==> src/rtl/fracn_pkg.sv <==
package fracn_pkg;
  parameter int unsigned NW = 16;
  parameter int unsigned MW = 12;

  typedef struct packed {
    logic [NW-1:0] n;
    logic [MW-1:0] f;
    logic [MW-1:0] m;
    logic          int_mode;
  } fdiv_cfg_t;
endpackage

==> src/rtl/fracn_cfg_gate.sv <==
module fracn_cfg_gate
  import fracn_pkg::*;
#(
  parameter int unsigned N_INT_MIN  = 16,
  parameter int unsigned N_FRAC_MIN = 19,
  parameter int unsigned N_FRAC_MAX = 4091,
  parameter int unsigned M_MIN      = 2
) (
  input  logic          clk,
  input  logic          rst,
  input  logic          load,
  input  logic [NW-1:0] in_n,
  input  logic [MW-1:0] in_f,
  input  logic [MW-1:0] in_m,
  input  logic          in_isel,
  input  logic          in_auto,
  output fdiv_cfg_t     sel,
  output fdiv_cfg_t     act,
  output logic          err
);
  logic      want_int;
  logic      legal;
  fdiv_cfg_t cand;

  always_comb begin
    want_int = in_isel || (in_auto && (in_f == '0));
    cand     = '{n: in_n, f: in_f, m: in_m, int_mode: want_int};
    if (want_int)
      legal = (in_n >= NW'(N_INT_MIN));
    else
      legal = (in_n >= NW'(N_FRAC_MIN)) && (in_n <= NW'(N_FRAC_MAX)) &&
              (in_m >= MW'(M_MIN)) && (in_f < in_m);
    sel = legal ? cand : act;
  end

  always_ff @(posedge clk) begin
    if (rst) begin
      act <= '{n: NW'(N_INT_MIN), f: '0, m: MW'(M_MIN), int_mode: 1'b1};
      err <= 1'b0;
    end else if (load) begin
      if (legal) act <= cand;
      err <= !legal;
    end
  end

  // a rejected sample leaves the active setting untouched
  p_keep_on_err_r8: assert property (@(posedge clk) disable iff (rst)
    (load && !legal) |=> (act == $past(act)));

  // an active fractional setting is always inside the fractional range
  p_frac_legal_r7: assert property (@(posedge clk) disable iff (rst)
    !act.int_mode |-> (act.n >= NW'(N_FRAC_MIN) && act.n <= NW'(N_FRAC_MAX) &&
                       act.m >= MW'(M_MIN) && act.f < act.m));

  // an active integer setting never has N below the integer minimum
  p_int_legal_r6: assert property (@(posedge clk) disable iff (rst)
    act.int_mode |-> (act.n >= NW'(N_INT_MIN)));
endmodule

==> src/rtl/fracn_phase_acc.sv <==
module fracn_phase_acc
  import fracn_pkg::*;
#(
  parameter int unsigned N_INT_MIN = 16
) (
  input  logic          clk,
  input  logic          rst,
  input  logic          load,
  input  logic          hold,
  input  fdiv_cfg_t     sel,
  input  logic [NW-1:0] act_n,
  input  logic [MW-1:0] act_m,
  input  logic          act_int,
  output logic [NW-1:0] cur_div
);
  localparam int unsigned SW = MW + 1;

  logic [MW-1:0] acc_q;
  logic [MW-1:0] base;
  logic [SW-1:0] sum;
  logic [SW-1:0] diff;
  logic          clr;
  logic          carry;

  always_comb begin
    clr   = hold || sel.int_mode;
    base  = (clr || (sel.m != act_m)) ? '0 : acc_q;
    sum   = {1'b0, base} + {1'b0, sel.f};
    diff  = sum - {1'b0, sel.m};
    carry = !clr && (sum >= {1'b0, sel.m});
  end

  always_ff @(posedge clk) begin
    if (rst) begin
      acc_q   <= '0;
      cur_div <= NW'(N_INT_MIN);
    end else if (load) begin
      if (clr)        acc_q <= '0;
      else if (carry) acc_q <= diff[MW-1:0];
      else            acc_q <= sum[MW-1:0];
      cur_div <= sel.n + NW'(carry);
    end
  end

  // the stored phase stays below the active modulus
  p_acc_bound_r5: assert property (@(posedge clk) disable iff (rst)
    !act_int |-> (acc_q < act_m));

  // a fractional cycle divides by N or N+1 only
  p_div_step_r5: assert property (@(posedge clk) disable iff (rst)
    !act_int |-> (cur_div == act_n || cur_div == act_n + NW'(1)));

  // integer operation keeps the phase at zero and the divisor at N
  p_int_zero_r10: assert property (@(posedge clk) disable iff (rst)
    act_int |-> (acc_q == '0 && cur_div == act_n));
endmodule

==> src/rtl/fracn_pulse_cnt.sv <==
module fracn_pulse_cnt
  import fracn_pkg::*;
(
  input  logic          clk,
  input  logic          rst,
  input  logic          hold,
  input  logic          tick,
  input  logic [NW-1:0] cur_div,
  output logic          bnd,
  output logic          div_pulse
);
  logic [NW-1:0] cnt;
  logic          last;

  always_comb begin
    last = (cnt == cur_div - NW'(1));
    bnd  = tick && !hold && last;
  end

  always_ff @(posedge clk) begin
    if (rst || hold) begin
      cnt       <= '0;
      div_pulse <= 1'b0;
    end else begin
      div_pulse <= bnd;
      if (tick) cnt <= last ? '0 : cnt + NW'(1);
    end
  end

  // no output pulse follows a held clock
  p_hold_quiet_r2: assert property (@(posedge clk) disable iff (rst)
    hold |=> !div_pulse);

  // the count never reaches the divisor of the cycle in progress
  p_cnt_range_r3: assert property (@(posedge clk) disable iff (rst)
    cnt < cur_div);

  // an output pulse lasts one clock
  p_pulse_single_r3: assert property (@(posedge clk) disable iff (rst)
    div_pulse |=> !div_pulse);
endmodule

==> src/rtl/fracn_div_ctrl.sv <==
module fracn_div_ctrl
  import fracn_pkg::*;
#(
  parameter int unsigned N_INT_MIN  = 16,
  parameter int unsigned N_FRAC_MIN = 19,
  parameter int unsigned N_FRAC_MAX = 4091,
  parameter int unsigned M_MIN      = 2
) (
  input  logic          clk,
  input  logic          rst,
  input  logic [NW-1:0] cfg_n,
  input  logic [MW-1:0] cfg_f,
  input  logic [MW-1:0] cfg_m,
  input  logic          cfg_int_sel,
  input  logic          cfg_auto_int,
  input  logic          cfg_hold,
  input  logic          vco_tick,
  output logic          div_pulse,
  output logic [NW-1:0] div_val,
  output logic          eff_int,
  output logic          cfg_err
);
  fdiv_cfg_t     sel;
  fdiv_cfg_t     act;
  logic          bnd;
  logic          load;
  logic [NW-1:0] cur_div;

  assign load    = bnd || cfg_hold;
  assign div_val = cur_div;
  assign eff_int = act.int_mode;

  fracn_cfg_gate #(
    .N_INT_MIN (N_INT_MIN),
    .N_FRAC_MIN(N_FRAC_MIN),
    .N_FRAC_MAX(N_FRAC_MAX),
    .M_MIN     (M_MIN)
  ) u_gate (
    .clk    (clk),
    .rst    (rst),
    .load   (load),
    .in_n   (cfg_n),
    .in_f   (cfg_f),
    .in_m   (cfg_m),
    .in_isel(cfg_int_sel),
    .in_auto(cfg_auto_int),
    .sel    (sel),
    .act    (act),
    .err    (cfg_err)
  );

  fracn_phase_acc #(
    .N_INT_MIN(N_INT_MIN)
  ) u_acc (
    .clk    (clk),
    .rst    (rst),
    .load   (load),
    .hold   (cfg_hold),
    .sel    (sel),
    .act_n  (act.n),
    .act_m  (act.m),
    .act_int(act.int_mode),
    .cur_div(cur_div)
  );

  fracn_pulse_cnt u_cnt (
    .clk      (clk),
    .rst      (rst),
    .hold     (cfg_hold),
    .tick     (vco_tick),
    .cur_div  (cur_div),
    .bnd      (bnd),
    .div_pulse(div_pulse)
  );

  // with the counter running, a cycle's divisor changes only at its boundary
  p_div_at_bnd_r9: assert property (@(posedge clk) disable iff (rst)
    (!cfg_hold && !bnd) |=> $stable(div_val));
endmodule

==> config.mk <==
export PLATFORM = sky130hd
export DESIGN_NAME = fracn_div_ctrl
export DESIGN_NICKNAME = d
export VERILOG_FILES = /design/src/rtl/fracn_pkg.sv /design/src/rtl/fracn_cfg_gate.sv /design/src/rtl/fracn_phase_acc.sv /design/src/rtl/fracn_pulse_cnt.sv /design/src/rtl/fracn_div_ctrl.sv
export SDC_FILE = /design/constraint.sdc
export NUM_CORES = 1
export LEC_CHECK = 0
export ABC_CLOCK_PERIOD_IN_PS = 11750
export BUFFER_PORTS_ARGS = -buffer_cell sky130_fd_sc_hd__buf_2
export CAP_MARGIN = 30
export CORE_ASPECT_RATIO = 1.5
export CORE_MARGIN = 2
export CORE_UTILIZATION = 30
export DETAILED_ROUTE_END_ITERATION = 8
export GPL_ROUTABILITY_DRIVEN = 0
export MAX_ROUTING_LAYER = met4
export PLACE_DENSITY = 0.52
export SLEW_MARGIN = 10
export SYNTH_ARGS = -nofsm -noshare
export SYNTH_HDL_FRONTEND = slang
export SYNTH_SLANG_ARGS = --single-unit
==> constraint.sdc <==
create_clock -name clk -period 11.75 [get_ports clk]
set_input_delay 1.7625 -clock clk [delete_from_list [all_inputs] [get_ports clk]]
set_output_delay 1.7625 -clock clk [all_outputs]
set_load 0.05 [all_outputs]
==> flow_summary.ini, run 1 <==
[sta]
maxSlewViolCount = 0
fmax_mhz = 114
fin_crit_ps = 8760
slew_headroom = 0.404
fin_skew_ps = 8.78
setup_tns_ps = 0
rsz0062_at_grt = false
setup_violations = 0
fin_crit_sh = 0.745
tightest_slew_ps = 891
hold_ws_ps = 466
finalHoldViolCount = 0

[drt]
firstDrtPassIters = 5
vias = 5809
routed_wirelength_mm = 19.0
routedWlPerCell_um = 17.2
vias_per_cell = 5.26
ant_nets = 0
drt_iter0_drc = 348
drc_errors = 0

[setup_path]
cp-start-kind = primary input
cp_slowest_stage_delay_ps = 690
rr_startpoint = u_gate.act[12]
end_kind = flip-flop
r2r_cells = 30
crit_required_ps = 11960
cp_slowest_cell = nor4_1
arrival_ps = 8970
r2r_slack_ps = 5390
critPathKind = in2reg
crit_top_cell = ha_1
r2r_end = u_acc.cur_div[14]
critPathMaxFanout = 12

[clock_network]
cts_root_buf = clkbuf_16
cts_tree = done
cts_buffers = 9
cts_max_path_buffers = 2
post_cts_buffers = 0
cts_resized = 0
clock_sinks = 87
cts_hold_buf = 0
insertion_delay_ps = 350
clkTransAtPathRegs_ps = 70
htree_levels = 3

[logic_synthesis]
synthTopCellsByArea = dfxtp_1 26%, ha_1 7.4%, mux2i_1 7.2%, xor2_1 5.6%, xnor2_1 5.3%
syn_area_um2 = 6570
synth_edf_count = 0
ys_seq_elements = 87
synth_seq_area_share = 0.265
synth_ff_type = dfxtp_1
synth_area_leader_cell = dfxtp_1
synthCells = 783
yosysWarnings = 0
synth_top_area_share = 0.265
synth_nets = 870
syn_avg_cell_area_um2 = 8.40
ys_async_sr_fraction = 0
synthDistinctLibCells = 68

[global_routing]
grt_remaining_overflow = 0
grt_pass1_vias = 5655
grt_usage = 0.170
grt_max_degree = 67
grt_pass1_wl_mm = 30.5
antenna_found_initial = 0

[finish]
area_growth_pct = 12.4
final_nets = 914
finalNonFillerCells = 1104
final_util = 0.341
regArea_um2 = 1740
diodes = 0
n_fill_cell = 2327
multi_input_area_um2 = 4480
drive_above_1_share = 0.162

[power]
total_power_mw = 0.830
cellPowerDensity_nw_per_um2 = 112
leakage_nw = 3.04
ir_drop_mv = 0.0694

[placed_design]
port_buffers = 64
dp_hpwl_mm = 14.6
place_inst = 1087

[job]
max_cap_violations = 0

[floorplan]
core_um2 = 21600
placementRows = 66
initial_utilization = 0.304
io_pins = 65
die_x_um = 125
die_h_um = 185
dieArea_um2 = 23100

[outcome]
outcome = completed

[worst_hold_path]
worstHoldStart = u_acc.acc_q[4]
whs_path_depth = 1
worstHoldEndpoint = u_acc.acc_q[4]
hp-class = reg2reg
-- metrics by stage --
stage / cell area, um^2 / setup WS, ps
6_report: 7390 / 2990
5_1_grt: 7390 / 2210
4_1_cts: 7380 / 2660
3_5_place_dp: 7070 / 2330
3_3_place_gp: 7040 / 2580
2_1_floorplan: 6570 / 3560
-- report_power, final --
group          switching [mW]  leakage [nW]  internal, mW
clock network           0.129         0.154         0.187
logic                   0.117          2.18        0.0759
registers              0.0148         0.710         0.307
-- critical path, delay by kind of cell --
kind | cells | cell delay, ps
buffers and inverters | 3 | 430
XOR/XNOR | 2 | 200
adder cells (fa/ha/maj) | 5 | 1710
AO/OA/AOI/OAI | 10 | 1860
AND/OR/NAND/NOR | 13 | 2980
-- flip-flops by register name, indices dropped and copies added, names as in the netlist --
signal,flops
u_gate.act,41
u_cnt.cnt,16
u_acc.cur_div,16
u_gate.err,1
u_cnt.div_pulse,1
u_acc.acc_q,12
-- cell usage in the layout, fill, tap and decap left out, types with 4 or more instances in the layout --
cell type   n
a211oi_2   14
and4_1      5
o21a_1      5
nor3_1     16
mux2_2     16
and2_1     13
ha_1       39
a21oi_1    46
o21ai_0    18
buf_2      65
xnor2_1    40
o22ai_1     4
a31oi_1     6
inv_1      33
dfxtp_1    87
nor4_1     14
o21ai_1     7
and3_1     17
buf_4       4
mux2i_1    47
clkbuf_16   9
nand3_1    33
nand2_1    41
nand2b_1    4
o211ai_1    9
nand4_1    20
nor2_1     86
a21o_1      8
o2bb2ai_1  11
xor2_1     42
nor2_2     14
-- final cells by class --
type,count,share of cell area
repair buffers,70,0.0518
clock inverters,5,0.0112
multi-input cells,626,0.607
well taps,272,0.0461
inverters,33,0.0168
clock buffers,11,0.0315
flip-flops and latches,87,0.236
-- logic make-up (layout without fill, tap and decap cells) --
kind of cell	after synthesis	after routing	synth area share
buffers and inverters	70	119	0.0565
xor gates and xnor gates	82	82	0.109
adders and majority gates	41	41	0.0803
muxes	63	63	0.0990
DFF	87	87	0.265
and+or+nand+nor	282	282	0.217
AOI/OAI and AO/OA	158	158	0.173
-- metal layers --
layer | routed length (um) | track usage | part of all wire
met5 | 0 | - | 0
met4 | 450 | 0.0613 | 0.024
met3 | 380 | 0.0159 | 0.020
met2 | 10200 | 0.318 | 0.54
met1 | 7950 | 0.188 | 0.42
-- cells in the mapped netlist, types with 3 or more instances --
cell type	number
and3_1	17
buf_2	7
inv_1	33
buf_12	5
nor4_1	14
o21ai_0	18
o21a_1	5
dfxtp_1	87
mux2_2	16
o21ai_1	7
o31a_1	3
xnor2_1	40
nand3_1	33
ha_1	39
a211oi_2	14
a21oi_1	46
o211ai_1	9
nor3_1	16
and4_1	5
nand2_1	41
nor2_2	14
and2_1	13
o22ai_1	4
nor2_1	86
xor2_1	42
or4_1	3
o2111ai_1	3
o2bb2ai_1	11
a31oi_1	7
mux2i_1	47
a21o_1	8
nor2b_1	3
nand2b_1	4
nor3b_1	3
a311oi_1	3
nand4_1	20
clkbuf_1	21
-- worst max-delay path by stage --
stage	end	start	slack (ps)
global placement	u_acc.cur_div[14]	cfg_n[12]	2580
floorplan	u_acc.cur_div[14]	cfg_m[11]	3560
detailed placement	u_acc.cur_div[14]	cfg_n[12]	2330
finish	u_acc.cur_div[14]	cfg_n[12]	2990
CTS	u_acc.cur_div[14]	cfg_n[12]	2660
global route	u_acc.cur_div[14]	cfg_n[12]	2210
Note: power is estimated with default switching activity, not from simulation.
==> run 2, diff against run 1 <==
--- a/config.mk
+++ b/config.mk
@@ -5,7 +5,7 @@
 export SDC_FILE = /design/constraint.sdc
 export NUM_CORES = 1
 export LEC_CHECK = 0
-export ABC_CLOCK_PERIOD_IN_PS = 11750
+export ABC_CLOCK_PERIOD_IN_PS = 8850
 export BUFFER_PORTS_ARGS = -buffer_cell sky130_fd_sc_hd__buf_2
 export CAP_MARGIN = 30
 export CORE_ASPECT_RATIO = 1.5
==> constraint.sdc (replaced) <==
create_clock -name clk -period 8.85 [get_ports clk]
set_input_delay 1.3275 -clock clk [delete_from_list [all_inputs] [get_ports clk]]
set_output_delay 1.3275 -clock clk [all_outputs]
set_load 0.05 [all_outputs]
==> run 2 against run 1 <==
Cell count is 0.27% higher. First-iteration DRC count grew 8.3%. Clock skew decreased by 0.84 ps. Global-route usage up 0.17 points. Register-to-register slack got worse by 2400 ps. Sequential share of layout area decreased by 0.084 points. Die area did not move. Non-clock buffer count grew 3. Via count increased by 0.48%. Setup slack lost 2000 ps. Core utilization grew 0.12 points. Sequential cell count unchanged. Critical path type unchanged. Highest routed layer unchanged.
==> flow_summary.ini, run 2 (synthesis gave the netlist of run 1 again) <==
[placed_design]
port_buffers = 64
dpl-instance-area_um2 = 7100
dp_hpwl_mm = 14.6

[drt]
vias = 5837
vias_per_cell = 5.27
routed_wirelength_mm = 19.0
ant_nets = 0
firstDrtPassIters = 4
drc_errors = 0
routedWlPerCell_um = 17.1
drt_iter0_drc = 377

[clock_network]
cts_hold_buf = 0
htree_levels = 3
cts_max_path_buffers = 2
post_cts_buffers = 0
cts_buffers = 9
cts_root_buf = clkbuf_16
cts_resized = 0
cts_tree = done
insertion_delay_ps = 350
clock_sinks = 87
clkTransAtPathRegs_ps = 70

[setup_path]
end_kind = flip-flop
critPathKind = in2reg
arrival_ps = 8030
critPathMaxFanout = 12
cp_slowest_stage_delay_ps = 740
crit_required_ps = 9060
cp_slowest_cell = nor4_1
r2r_cells = 30
cp-start-kind = primary input
crit_top_cell = ha_1

[global_routing]
grt_usage = 0.172
grt_remaining_overflow = 0
grt_max_degree = 64
grt_pass1_vias = 5816
grt_pass1_wl_mm = 30.7
antenna_found_initial = 1

[finish]
largest_register = u_gate.act
drive_above_1_share = 0.164
final_area_um2 = 7410
final_common_cell = dfxtp_1
largest_reg_flops = 41
area_growth_pct = 12.8
final_nets = 917
layout_common_cells = 87 x dfxtp_1, 86 x nor2_1, 64 x buf_2
largestRegisters = u_gate.act (41), u_acc.cur_div (16), u_cnt.cnt (16)

[sta]
rsz0062_at_grt = false
setup_tns_ps = 0
fin_crit_sh = 0.883
fmax_mhz = 128
slew_headroom = 0.400
finalHoldViolCount = 0
fin_skew_ps = 7.94
tightest_slew_ps = 897
setup_violations = 0
maxSlewViolCount = 0
fin_crit_ps = 7820

[floorplan]
initial_utilization = 0.304
die_h_um = 185
placementRows = 66
dieArea_um2 = 23100
die_x_um = 125
io_pins = 65
core_um2 = 21600

[job]
max_cap_violations = 0

[power]
p_sw_mw = 0.341
p_int_mw = 0.762
p_clk_frac = 0.381
swShare = 0.309
ir_drop_mv = 0.0896
cellPowerDensity_nw_per_um2 = 149
leakage_nw = 3.05
seqPwrFrac = 0.387
combinationalPowerShare = 0.232

[outcome]
outcome = completed

[worst_hold_path]
hp-class = reg2reg
whs_path_depth = 1
## run 2: cell types whose count changed in the layout (fill, tap and decap cells not counted), sizes merged
cell / change
clkbuf: +1
buf: +3
clkinv: -3
clkinvlp: +1
diode: +1
## run 2: through the flow
step | util | setup WS, ps | cells | total power [mW] | hold WS (ps)
3_5_place_dp | 0.328 | 721 | 1091 | 0.692 | 448
3_3_place_gp | 0.327 | 893 | 1090 | 0.691 | 455
6_report | 0.343 | 1030 | 1107 | 1.10 | 457
5_1_grt | 0.343 | 316 | 1107 | 1.16 | 486
2_1_floorplan | - | 1090 | 783 | 0.623 | 424
4_1_cts | 0.342 | 1080 | 1106 | 1.12 | 463
## run 2: final cells by class
cell class	instances	area (um^2)
fillers	2307	14200
multi-input cells	626	4480
flip-flops and latches	87	1740
repair buffers	73	408
well taps	272	340
clock buffers	12	246
inverters	33	124
clock inverters	3	67.6
diodes	1	2.50
## run 2: critical path: cells and delay by family
kind | cells | cell delay, ps
xor gates and xnor gates | 2 | 200
and+or+nand+nor | 13 | 2940
AOI/OAI and AO/OA | 10 | 1790
adders and majority gates | 5 | 1380
buffers and inverters | 3 | 380
## run 2: power groups by stage
| stage | combinational (mW) | clock, mW | sequential, mW |
|---|---|---|---|
| global placement | 0.255 | 0 | 0.436 |
| floorplan | 0.179 | 0 | 0.445 |
| detailed placement | 0.256 | 0 | 0.436 |
| global route | 0.282 | 0.449 | 0.429 |
| CTS | 0.258 | 0.432 | 0.427 |
| finish | 0.256 | 0.420 | 0.427 |
## run 2: worst paths after layout
check                 start           endpoint  slack [ps]
max reg2reg   u_gate.act[8]  u_acc.cur_div[14]        3030
min reg2reg  u_acc.acc_q[5]     u_acc.acc_q[5]         460
max               cfg_n[12]  u_acc.cur_div[14]        1030
min          u_acc.acc_q[5]     u_acc.acc_q[5]         460
## run 2: layer usage
layer  track usage  routed length (um)
met1         0.181                7660
met2         0.318               10100
met3        0.0228                 551
met4        0.0800                 654
met5             -                   0
==> run 3, diff against run 2 <==
--- a/config.mk
+++ b/config.mk
@@ -14,8 +14,8 @@
 export DETAILED_ROUTE_END_ITERATION = 8
 export GPL_ROUTABILITY_DRIVEN = 0
 export MAX_ROUTING_LAYER = met4
-export PLACE_DENSITY = 0.52
 export SLEW_MARGIN = 10
 export SYNTH_ARGS = -nofsm -noshare
 export SYNTH_HDL_FRONTEND = slang
+export SYNTH_HIERARCHICAL = 1
 export SYNTH_SLANG_ARGS = --single-unit
==> run 3 against run 2 <==
Register-to-register slack got worse by 220 ps. Cell area increased by 9.6%. Combinational power increased by 24%. Synthesized cell count increased by 5.7%. Non-clock buffer count up 65. Critical path type unchanged. Critical endpoint is now u_acc/cur_div[15].
==> flow_summary.ini, run 3 <==
[outcome]
outcome = completed

[logic_synthesis]
synth_seq_area_share = 0.252
syn_avg_cell_area_um2 = 8.33
synth_edf_count = 0
synthCells = 828
ys_seq_elements = 87
synth_area_leader_cell = dfxtp_1
ys_async_sr_fraction = 0
synth_ff_type = dfxtp_1
synth_top_area_share = 0.252
syn_area_um2 = 6900
synth_commonest_cells = 123 x nand2_1, 87 x dfxtp_1, 51 x mux2i_1, 51 x nor2_1, 42 x inv_1
yosysWarnings = 6
synth_nets = 915
synthMostInstantiatedCell = nand2_1
synthTopCellsByArea = dfxtp_1 25%, mux2i_1 7.4%, ha_1 7.1%, nand2_1 6.7%, xor2_1 5.0%
synthDistinctLibCells = 79

[global_routing]
grt_remaining_overflow = 0
grt_usage = 0.167
grt_max_degree = 80
grt_pass1_vias = 6115
antenna_found_initial = 3
grt_pass1_wl_mm = 30.9

[drt]
routedWlPerCell_um = 16.0
vias_per_cell = 5.13
firstDrtPassIters = 5
vias = 6271
ant_nets = 0
drt_iter0_drc = 309
routed_wirelength_mm = 19.6
drc_errors = 0

[sta]
hold_ws_ps = 443
maxSlewViolCount = 0
slew_headroom = 0.413
fmax_mhz = 120
fin_crit_ps = 8350
tightest_slew_ps = 872
fin_skew_ps = 8.55
setup_violations = 0
finalHoldViolCount = 0
fin_crit_sh = 0.944
setup_tns_ps = 0

[clock_network]
htree_levels = 3
clock_sinks = 87
clkTransAtPathRegs_ps = 70
cts_buffers = 9
cts_root_buf = clkbuf_16
insertion_delay_ps = 360
cts_max_path_buffers = 2
cts_tree = done

[job]
max_cap_violations = 0

[finish]
final_common_cell = nand2_1
regArea_um2 = 1740
multi_input_area_um2 = 4660
drive_above_1_share = 0.232
largest_register = u_gate/act
largest_reg_flops = 41
largestRegisters = u_gate/act (41), u_acc/cur_div (16), u_cnt/cnt (16)
area_growth_pct = 17.8
final_util = 0.356
final_nets = 1022
n_fill_cell = 2413
layout_common_cells = 123 x nand2_1, 87 x dfxtp_1, 67 x buf_4

[setup_path]
arrival_ps = 8580
critPathMaxFanout = 7
cp_slowest_cell = or4_4
critPathKind = in2reg
end_kind = flip-flop
cp_slowest_stage_delay_ps = 540
cp-start-kind = primary input
crit_required_ps = 9080

[worst_hold_path]
hp-class = reg2reg

[power]
total_power_mw = 1.12
ir_drop_mv = 0.0880
cellPowerDensity_nw_per_um2 = 138
leakage_nw = 3.52

[floorplan]
die_x_um = 128
dieArea_um2 = 24200
io_pins = 65
core_um2 = 22800
initial_utilization = 0.303
die_h_um = 190
placementRows = 68

[placed_design]
port_buffers = 64
dp_hpwl_mm = 15.4
==> run 3: changes by cell type in the layout (fill, tap and decap cells not counted), sizes merged, moves of 7 or more <==
cell	delta
inv	+13
buf	+65
nor3	+16
a21oi	-28
nor2	-49
nand3	-13
and3	-8
o21ai	+13
mux2	+12
nand2	+81
xnor2	-7
o2bb2ai	-11
==> run 3: routing by layer <==
layer | share of wire | routed length (um) | vias up | track usage
li1 | - | - | 3166 | -
met1 | 0.41 | 8080 | 2927 | 0.180
met2 | 0.51 | 10000 | 140 | 0.297
met3 | 0.037 | 719 | 38 | 0.0231
met4 | 0.037 | 724 | 0 | 0.0795
met5 | 0 | 0 | - | -
==> run 3: cell families after synthesis <==
kind of cell,share of synthesized area
xor gates and xnor gates,0.0914
buffers and inverters,0.0807
and+or+nand+nor,0.247
AOI/OAI and AO/OA,0.132
DFF,0.252
adders and majority gates,0.0765
muxes,0.120
==> run 3: final timing paths <==
path / startpoint / endpoint / depth (start not counted) / slack (ps)
max: cfg_m[9] / u_acc/cur_div[15] / 36 / 500
min: u_acc/acc_q[6] / u_acc/acc_q[6] / 2 / 440
max reg2reg: u_gate/act[8] / u_acc/cur_div[15] / 28 / 2810
min reg2reg: u_acc/acc_q[6] / u_acc/acc_q[6] / 2 / 440
==> run 3: power breakdown <==
| part | total [mW] | switching (mW) | internal [mW] |
|---|---|---|---|
| Clock | 0.379 | 0.182 | 0.197 |
| Sequential | 0.424 | 0.0168 | 0.407 |
| Combinational | 0.317 | 0.180 | 0.137 |
| Total | 1.12 | 0.379 | 0.741 |
==> run 3: final cells by class <==
type	instances	area share
multi-input cells	655	0.574
flip-flops and latches	87	0.214
repair buffers	138	0.109
well taps	280	0.0431
clock buffers	9	0.0277
inverters	44	0.0220
clock inverters	7	0.00816
diodes	3	0.000924
==> run 3: stage by stage <==
stage	worst slack (ps)	std cells	area [um^2]
after floorplan	35.0	828	6920
after global placement	116	1199	7740
after detailed placement	-65.1	1202	7760
after CTS	255	1218	8050
after global routing	-35.7	1223	8120
final	496	1223	8120
==> run 3: worst max-delay path, delay by kind of cell <==
| kind | cells | cell delay [ps] |
|---|---|---|
| AO/OA/AOI/OAI | 8 | 1700 |
| XOR/XNOR | 2 | 250 |
| adder cells (fa/ha/maj) | 5 | 1350 |
| buffers and inverters | 4 | 430 |
| AND/OR/NAND/NOR | 17 | 3530 |
==> run 3: repair_timing <==
action,4_1_cts,5_1_grt
hold buffers,0,0
endpoints found under the hold margin,0,0
gates resized for setup,0,19
endpoints found under the setup margin,0,13
setup buffers,0,2
